==> config.mk <==
export PLATFORM = sky130hd
export DESIGN_NAME = strap_cfg_ctrl
export DESIGN_NICKNAME = d
export VERILOG_FILES = /design/src/rtl/strap_cfg_pkg.sv /design/src/rtl/strap_capture.sv /design/src/rtl/sel_sync.sv /design/src/rtl/mode_decode.sv /design/src/rtl/strap_cfg_ctrl.sv
export SDC_FILE = /design/constraint.sdc
export NUM_CORES = 1
export LEC_CHECK = 0
export BUFFER_PORTS_ARGS = -buffer_cell sky130_fd_sc_hd__buf_2
export CORE_AREA = 2 2 39 41
export CTS_CLUSTER_SIZE = 12
export DETAILED_ROUTE_END_ITERATION = 16
export DIE_AREA = 0 0 41 43
export SETUP_SLACK_MARGIN = 0.02
export SYNTH_ARGS = -nofsm -noshare
export SYNTH_HDL_FRONTEND = slang
export SYNTH_SLANG_ARGS = --single-unit
==> constraint.sdc <==
create_clock -name clk -period 1.8 [get_ports clk]
set_input_delay 0.18 -clock clk [delete_from_list [all_inputs] [get_ports clk]]
set_output_delay 0.18 -clock clk [all_outputs]
set_load 0.01 [all_outputs]
==> src/rtl/strap_cfg_pkg.sv <==
// Shared constants for the strap capture block.
// Assumes three output clock groups; the divider codes are fixed by the decode.
package strap_cfg_pkg;

    typedef enum logic [1:0] {
        DIV_PLL = 2'd0,
        DIV_BY1 = 2'd1,
        DIV_BY2 = 2'd2,
        DIV_BY4 = 2'd3
    } div_code_e;

    localparam int GRP_REF  = 0;
    localparam int GRP_FAST = 1;
    localparam int GRP_SLOW = 2;
    localparam int NUM_GRP  = 3;

    // Divider code that a group takes while production test mode is active.
    function automatic logic [1:0] test_div(input int grp);
        case (grp)
            GRP_REF:  return DIV_BY1;
            GRP_FAST: return DIV_BY2;
            GRP_SLOW: return DIV_BY4;
            default:  return DIV_PLL;
        endcase
    endfunction

endpackage

==> src/rtl/strap_capture.sv <==
// Records pad levels on every edge while power-on reset is low and freezes them on release.
// Also owns the pad output enables: drivers stay off during reset and turn on after release.
// Assumes por_n is already synchronous to clk.
module strap_capture #(
    parameter int STRAP_W = 2
) (
    input  logic               clk,
    input  logic               por_n,
    input  logic [STRAP_W-1:0] pad_i,
    output logic [STRAP_W-1:0] strap_o,
    output logic [STRAP_W-1:0] oe_o
);

    logic [STRAP_W-1:0] strap_q;
    logic [STRAP_W-1:0] oe_q;

    // Strap register: tracks the pads during reset, holds afterwards.
    always_ff @(posedge clk) begin
        if (!por_n) strap_q <= pad_i;
    end

    // Output enables: cleared during reset, set once reset is released.
    always_ff @(posedge clk) begin
        if (!por_n) oe_q <= '0;
        else        oe_q <= '1;
    end

    assign strap_o = strap_q;
    assign oe_o    = oe_q;

    // Checks start after the first edge.
    logic armed = 1'b0;
    always_ff @(posedge clk) armed <= 1'b1;

    assert_oe_off_in_por_R1: assert property (@(posedge clk) disable iff (!armed)
        !por_n |=> (oe_q == '0));
    assert_oe_on_after_por_R1: assert property (@(posedge clk) disable iff (!armed)
        por_n |=> (oe_q == '1));
    assert_strap_frozen_R3: assert property (@(posedge clk) disable iff (!armed)
        por_n |=> $stable(strap_q));
    assert_strap_tracks_R2: assert property (@(posedge clk) disable iff (!armed)
        !por_n |=> (strap_q == $past(pad_i)));

endmodule

==> src/rtl/sel_sync.sv <==
// Multi-stage synchronizer for the live select bit.
// Assumes SYNC_STAGES >= 2; every stage is cleared by power-on reset.
module sel_sync #(
    parameter int SYNC_STAGES = 2
) (
    input  logic clk,
    input  logic por_n,
    input  logic async_i,
    output logic sync_o
);

    logic [SYNC_STAGES-1:0] stg_q;

    genvar s;
    generate
        for (s = 0; s < SYNC_STAGES; s++) begin : g_stage
            if (s == 0) begin : g_first
                // First stage: samples the asynchronous pin.
                always_ff @(posedge clk) begin
                    if (!por_n) stg_q[0] <= 1'b0;
                    else        stg_q[0] <= async_i;
                end
            end else begin : g_next
                // Later stages: shift from the previous stage.
                always_ff @(posedge clk) begin
                    if (!por_n) stg_q[s] <= 1'b0;
                    else        stg_q[s] <= stg_q[s-1];
                end
            end
        end
    endgenerate

    assign sync_o = stg_q[SYNC_STAGES-1];

    logic armed = 1'b0;
    always_ff @(posedge clk) armed <= 1'b1;

    assert_sync_clear_R4: assert property (@(posedge clk) disable iff (!armed)
        !por_n |=> (sync_o == 1'b0));
    assert_sync_shift_R4: assert property (@(posedge clk) disable iff (!armed)
        por_n |=> (sync_o == $past(stg_q[SYNC_STAGES-2])));

endmodule

==> src/rtl/mode_decode.sv <==
// Registered decode of the select word into the test-mode flag and per-group divider codes.
// Assumes sel_i is built only from registers, so its value is stable between edges.
module mode_decode
    import strap_cfg_pkg::*;
#(
    parameter int              SEL_W        = 3,
    parameter logic [SEL_W-1:0] TEST_PATTERN = 3'b011
) (
    input  logic                 clk,
    input  logic                 por_n,
    input  logic [SEL_W-1:0]     sel_i,
    output logic                 test_o,
    output logic [2*NUM_GRP-1:0] div_o
);

    localparam int DIV_W = 2 * NUM_GRP;

    logic             hit;
    logic             test_q;
    logic [DIV_W-1:0] div_q;

    // Pattern match on the current select word.
    always_comb hit = (sel_i == TEST_PATTERN);

    // Test flag register.
    always_ff @(posedge clk) begin
        if (!por_n) test_q <= 1'b0;
        else        test_q <= hit;
    end

    genvar g;
    generate
        for (g = 0; g < NUM_GRP; g++) begin : g_grp
            // Divider code register for one output group.
            always_ff @(posedge clk) begin
                if (!por_n)   div_q[2*g +: 2] <= DIV_PLL;
                else if (hit) div_q[2*g +: 2] <= test_div(g);
                else          div_q[2*g +: 2] <= DIV_PLL;
            end
        end
    endgenerate

    assign test_o = test_q;
    assign div_o  = div_q;

    logic armed = 1'b0;
    always_ff @(posedge clk) armed <= 1'b1;

    assert_test_on_match_R5: assert property (@(posedge clk) disable iff (!armed)
        (por_n && (sel_i == TEST_PATTERN)) |=> test_q);
    assert_test_off_mismatch_R5: assert property (@(posedge clk) disable iff (!armed)
        (!por_n || (sel_i != TEST_PATTERN)) |=> !test_q);
    assert_div_idle_R6: assert property (@(posedge clk) disable iff (!armed)
        (!por_n || (sel_i != TEST_PATTERN)) |=> (div_q == '0));

endmodule

==> src/rtl/strap_cfg_ctrl.sv <==
// Top level: strap capture, live select synchronizer and registered test-mode decode.
// Assumes por_n is synchronous to clk and live_sel_i may be fully asynchronous.
module strap_cfg_ctrl
    import strap_cfg_pkg::*;
#(
    parameter int                 STRAP_W      = 2,
    parameter int                 SYNC_STAGES  = 2,
    parameter logic [STRAP_W:0]   TEST_PATTERN = 3'b011
) (
    input  logic                 clk,
    input  logic                 por_n,
    input  logic [STRAP_W-1:0]   pad_i,
    output logic [STRAP_W-1:0]   pad_oe_o,
    input  logic                 live_sel_i,
    output logic [STRAP_W:0]     cfg_sel_o,
    output logic                 test_mode_o,
    output logic [2*NUM_GRP-1:0] div_sel_o
);

    localparam int SEL_W = STRAP_W + 1;

    logic [STRAP_W-1:0] strap;
    logic               live_s;
    logic [SEL_W-1:0]   sel;

    strap_capture #(.STRAP_W(STRAP_W)) u_cap (
        .clk    (clk),
        .por_n  (por_n),
        .pad_i  (pad_i),
        .strap_o(strap),
        .oe_o   (pad_oe_o)
    );

    sel_sync #(.SYNC_STAGES(SYNC_STAGES)) u_sync (
        .clk    (clk),
        .por_n  (por_n),
        .async_i(live_sel_i),
        .sync_o (live_s)
    );

    // Select word: latched straps above, live bit at position 0.
    always_comb sel = {strap, live_s};

    mode_decode #(.SEL_W(SEL_W), .TEST_PATTERN(TEST_PATTERN)) u_dec (
        .clk   (clk),
        .por_n (por_n),
        .sel_i (sel),
        .test_o(test_mode_o),
        .div_o (div_sel_o)
    );

    assign cfg_sel_o = sel;

    logic armed = 1'b0;
    always_ff @(posedge clk) armed <= 1'b1;

    assert_div_with_flag_R7: assert property (@(posedge clk) disable iff (!armed)
        $rose(test_mode_o) |-> (div_sel_o != '0));

endmodule

* Word level (Yosys, flattened, before mapping)
Cells that the tools add are included.
Cells by class: equality and inequality tests 1, muxes and demuxes 4
Operators with widths (count):
- 2-to-1 mux 2 bit | 3
- equality test 3 x 2 -> 1 bit, second input constant | 1
- 2-to-1 mux 1 bit | 1
Word-level totals: flip-flop bits (word level) 13, output and inout port bits 12

* Depth between registers and ports, before layout
depth in word-level cells 2, gate-level depth with buffers 1, depth with buffers taken out 1

* Cells and area by module
Synthesis repeated with hierarchy kept, for this count alone.
Second synthesis, totals: cells, all modules 19, area, all modules 230.2 um2
Modules (own cells, without submodules):
- strap_capture | area an instance 91.3 um2, sequential area each 80.1 um2, cells each 5, times used 1
- mode_decode | area an instance 78.8 um2, sequential area each 20.0 um2, cells each 9, times used 1
- sel_sync | area an instance 52.6 um2, sequential area each 40.0 um2, cells each 4, times used 1
- strap_cfg_ctrl | area an instance 7.5 um2, sequential area each 0.0 um2, cells each 1, times used 1

* Least setup slack after synthesis
Ideal clock, no wire load.
kind flip-flop to output port, start point reg u_dec.div_o[4] (netlist name), end point out div_sel_o[0], buffers on the path 1, setup slack 1068 ps, arrival 552 ps, stages on the path, launching flop included 2, cells stage by stage dfxtp_1 buf_4
RTL lines:
- end: declaration | line strap_cfg_ctrl.sv:17 | output logic [2*NUM_GRP-1:0] div_sel_o

* Worst setup path after layout
start point reg u_cap.strap_q[0] (netlist: u_cap.strap_o[0]), end point out cfg_sel_o[1]
RTL lines:
- start: declaration | line strap_capture.sv:14 | logic [STRAP_W-1:0] strap_q;
- start signal: assignment | line strap_capture.sv:19 | if (!por_n) strap_q <= pad_i;
- end: declaration | line strap_cfg_ctrl.sv:15 | output logic [STRAP_W:0] cfg_sel_o,
No word-level cell between the ends.

==> summary.txt <==
Status
  – Status: finished, final reports clean

Timing
  – RSZ-0062 raised after global routing: no
  – Fin crit share: between 50% and 60%
  – Final setup fails: 0
  – Setup TNS Final: 0 ns
  – Layout Skew: 0.00704 ns
  – Pins Over Slew Limit: 0
  – Max Fclk: 1.05 GHz
  – Post-layout minimum cycle time: 0.950 ns
  – Hold Vio Cnt, Final: 0

Synthesis
  – Synth warn: 0
  – Average size of a mapped cell: 12.2 um2
  – Post-synth top area cell: dfxtp_1
  – Cells after synthesis: 19
  – Register area share after synthesis: 60.2%
  – Top_reg_cell synth: dfxtp_1
  – Post-synth EDFFs: 2
  – Post-Synthesis Cell Area: 233 um2
  – Share of the synthesized area in the top cell type: 34.4%
  – Netlist cell types: 7
  – Top cells by area, synth: dfxtp_1 (34%), buf_4 (26%), edfxtp_1 (26%)
  – Post-synthesis register bit count: 6
  – Count leader, synth: buf_4
  – Most frequent cells after synthesis: buf_4 (8), dfxtp_1 (4), and2_2 (2), edfxtp_1 (2)
  – Ys async rst share: 0%

Clock tree
  – Post-CTS Setup Bufs: 0
  – H-tree depth: 1
  – Clock latency on the worst-skew pair: 0.25 ns
  – Cts bufs inserted: 3
  – Clock sink total: 6
  – CTS max path bufs: 2
  – Clock transition at path regs: around 0.05 ns
  – Gates resized, CTS repair: 0
  – Hold Buf Count CTS: 0
  – TritonCTS clock tree: yes
  – Root Driver: clkbuf_4

Setup path
  – CP max-delay cell: edfxtp_1
  – Endpoint type of the worst setup path: output pin
  – Crit path required time: ~1.6 ns
  – CP delay by family, top: flip-flops
  – CP Buf/Inv Count: 1
  – Crit path launch type: register
  – Crit-path cells: buf_2
  – Worst path arrival time: 0.77 ns
  – CP Class: reg2out
  – CP max FO: 2
  – Slowest stage delay, CP: ~0.37 ns

Drt
  – Routed len/inst: 6.41 um
  – DRC violation total after the first TritonRoute iteration: 6
  – Number of remaining DRC errors: 0
  – Final WL: 295 um
  – Number of routed nets with antenna violations: 0
  – Vias per cell: 3.11
  – 1st-pass router iterations: 2
  – Vias post-DR: 143

Floorplan
  – Core outline area: 1380 um2
  – Die Wd: between 40 and 50 um
  – Rows: 14
  – IO Count: 17
  – Die H: 43 um
  – Initial Util: 16.8%
  – Die area: 1760 um2

Finish
  – Multi-input logic area: 32.5 um2
  – Fill cells: 150
  – Final nets: 36
  – Diode count: 0
  – Final cell count without fillers: 46
  – Layout cells sized above 1: 63.3%
  – Area grow syn2layout: 25.8%
  – Sequential standard cell area: ~140 um2

Global route
  – Initial antenna violation count: 0
  – Total gr overflow: 0
  – Largest net degree at the start of global routing: 6
  – Vias in the first global route: 114
  – GRT Overall Usage: 4.74%
  – First-pass GRT wire length: 448 um

Placed design
  – Port bufs: 14
  – Final GP Congestion: 0.519
  – Placed Cells: 42

Power
  – PD cells: around 1000 nW/um2
  – Static Leak: roughly 0.16 nW
  – Worst IR Drop VDD: 511 uV

Worst hold path
  – Worst min-delay path class: in2reg

Job
  – Max-cap violations: 0
## cell families after synthesis
| family | Yosys count | synth area share, % |
|---|---|---|
| flops | 6 | 60.2 |
| buf+inv | 9 | 27.4 |
| other cells | 1 | 1.61 |
| simple gates | 3 | 10.8 |
## layout make-up
type                       count  area share, %
tap                           16           6.84
multi-input combinational      5           11.1
sequential                     6           47.9
clock buffer                   4           8.97
timing repair buffer          14           23.9
inverter                       1           1.28
## through the flow
step	hold slack, ns	area (um2)	setup WS [ns]	power (mW)	util (%)
6_report	0.0863	293	0.850	0.306	21.2
5_1_grt	0.0953	293	0.800	0.325	21.2
4_1_cts	0.0832	293	0.835	0.312	21.2
3_5_place_dp	0.337	267	1.11	0.175	19.3
3_3_place_gp	0.338	267	1.12	0.175	19.3
2_1_floorplan	0.208	236	1.07	0.170	-
## final timing paths
kind | startpoint | to | slack [ns] | cells after the start
worst min register to register | u_sync.stg_q[0] | u_sync.sync_o | 0.45 | 1
worst max-delay path | u_cap.strap_o[0] | cfg_sel_o[1] | 0.85 | 1
worst max register to register | u_cap.strap_o[0] | u_dec.div_o[4] | 1.12 | 1
worst min-delay path | por_n | u_cap.oe_o[0] | 0.09 | 1
## flip-flops by register name, indices dropped and copies added (netlist names)
| signal | flops |
|---|---|
| u_dec.div_o | 1 |
| u_cap.oe_o | 1 |
| u_sync.stg_q | 1 |
| u_sync.sync_o | 1 |
| u_cap.strap_o | 2 |
## metal layers
| metal | routed length (um) | share of wire (%) | global-route usage, % |
|---|---|---|---|
| met1 | 110 | 37 | 3.59 |
| met5 | 0 | 0 | 0 |
| met3 | 85 | 29 | 7.85 |
| met2 | 93 | 32 | 4.69 |
| met4 | 6 | 2.0 | 4.00 |
## cells in the final DEF, fill, tap and decap left out
cell	n
dfxtp_1	4
edfxtp_1	2
inv_1	1
and4b_1	1
clkbuf_4	3
buf_2	14
conb_1	2
clkbuf_1	1
and2_2	2
## where the power goes
group	leakage [nW]	total (mW)	switching (mW)	internal, mW
registers	0.0526	0.150	0.00245	0.148
clock network	0.0150	0.134	0.0499	0.0840
logic	0.0893	0.0217	0.0114	0.0102
Power figures use the tool's default switching activity.
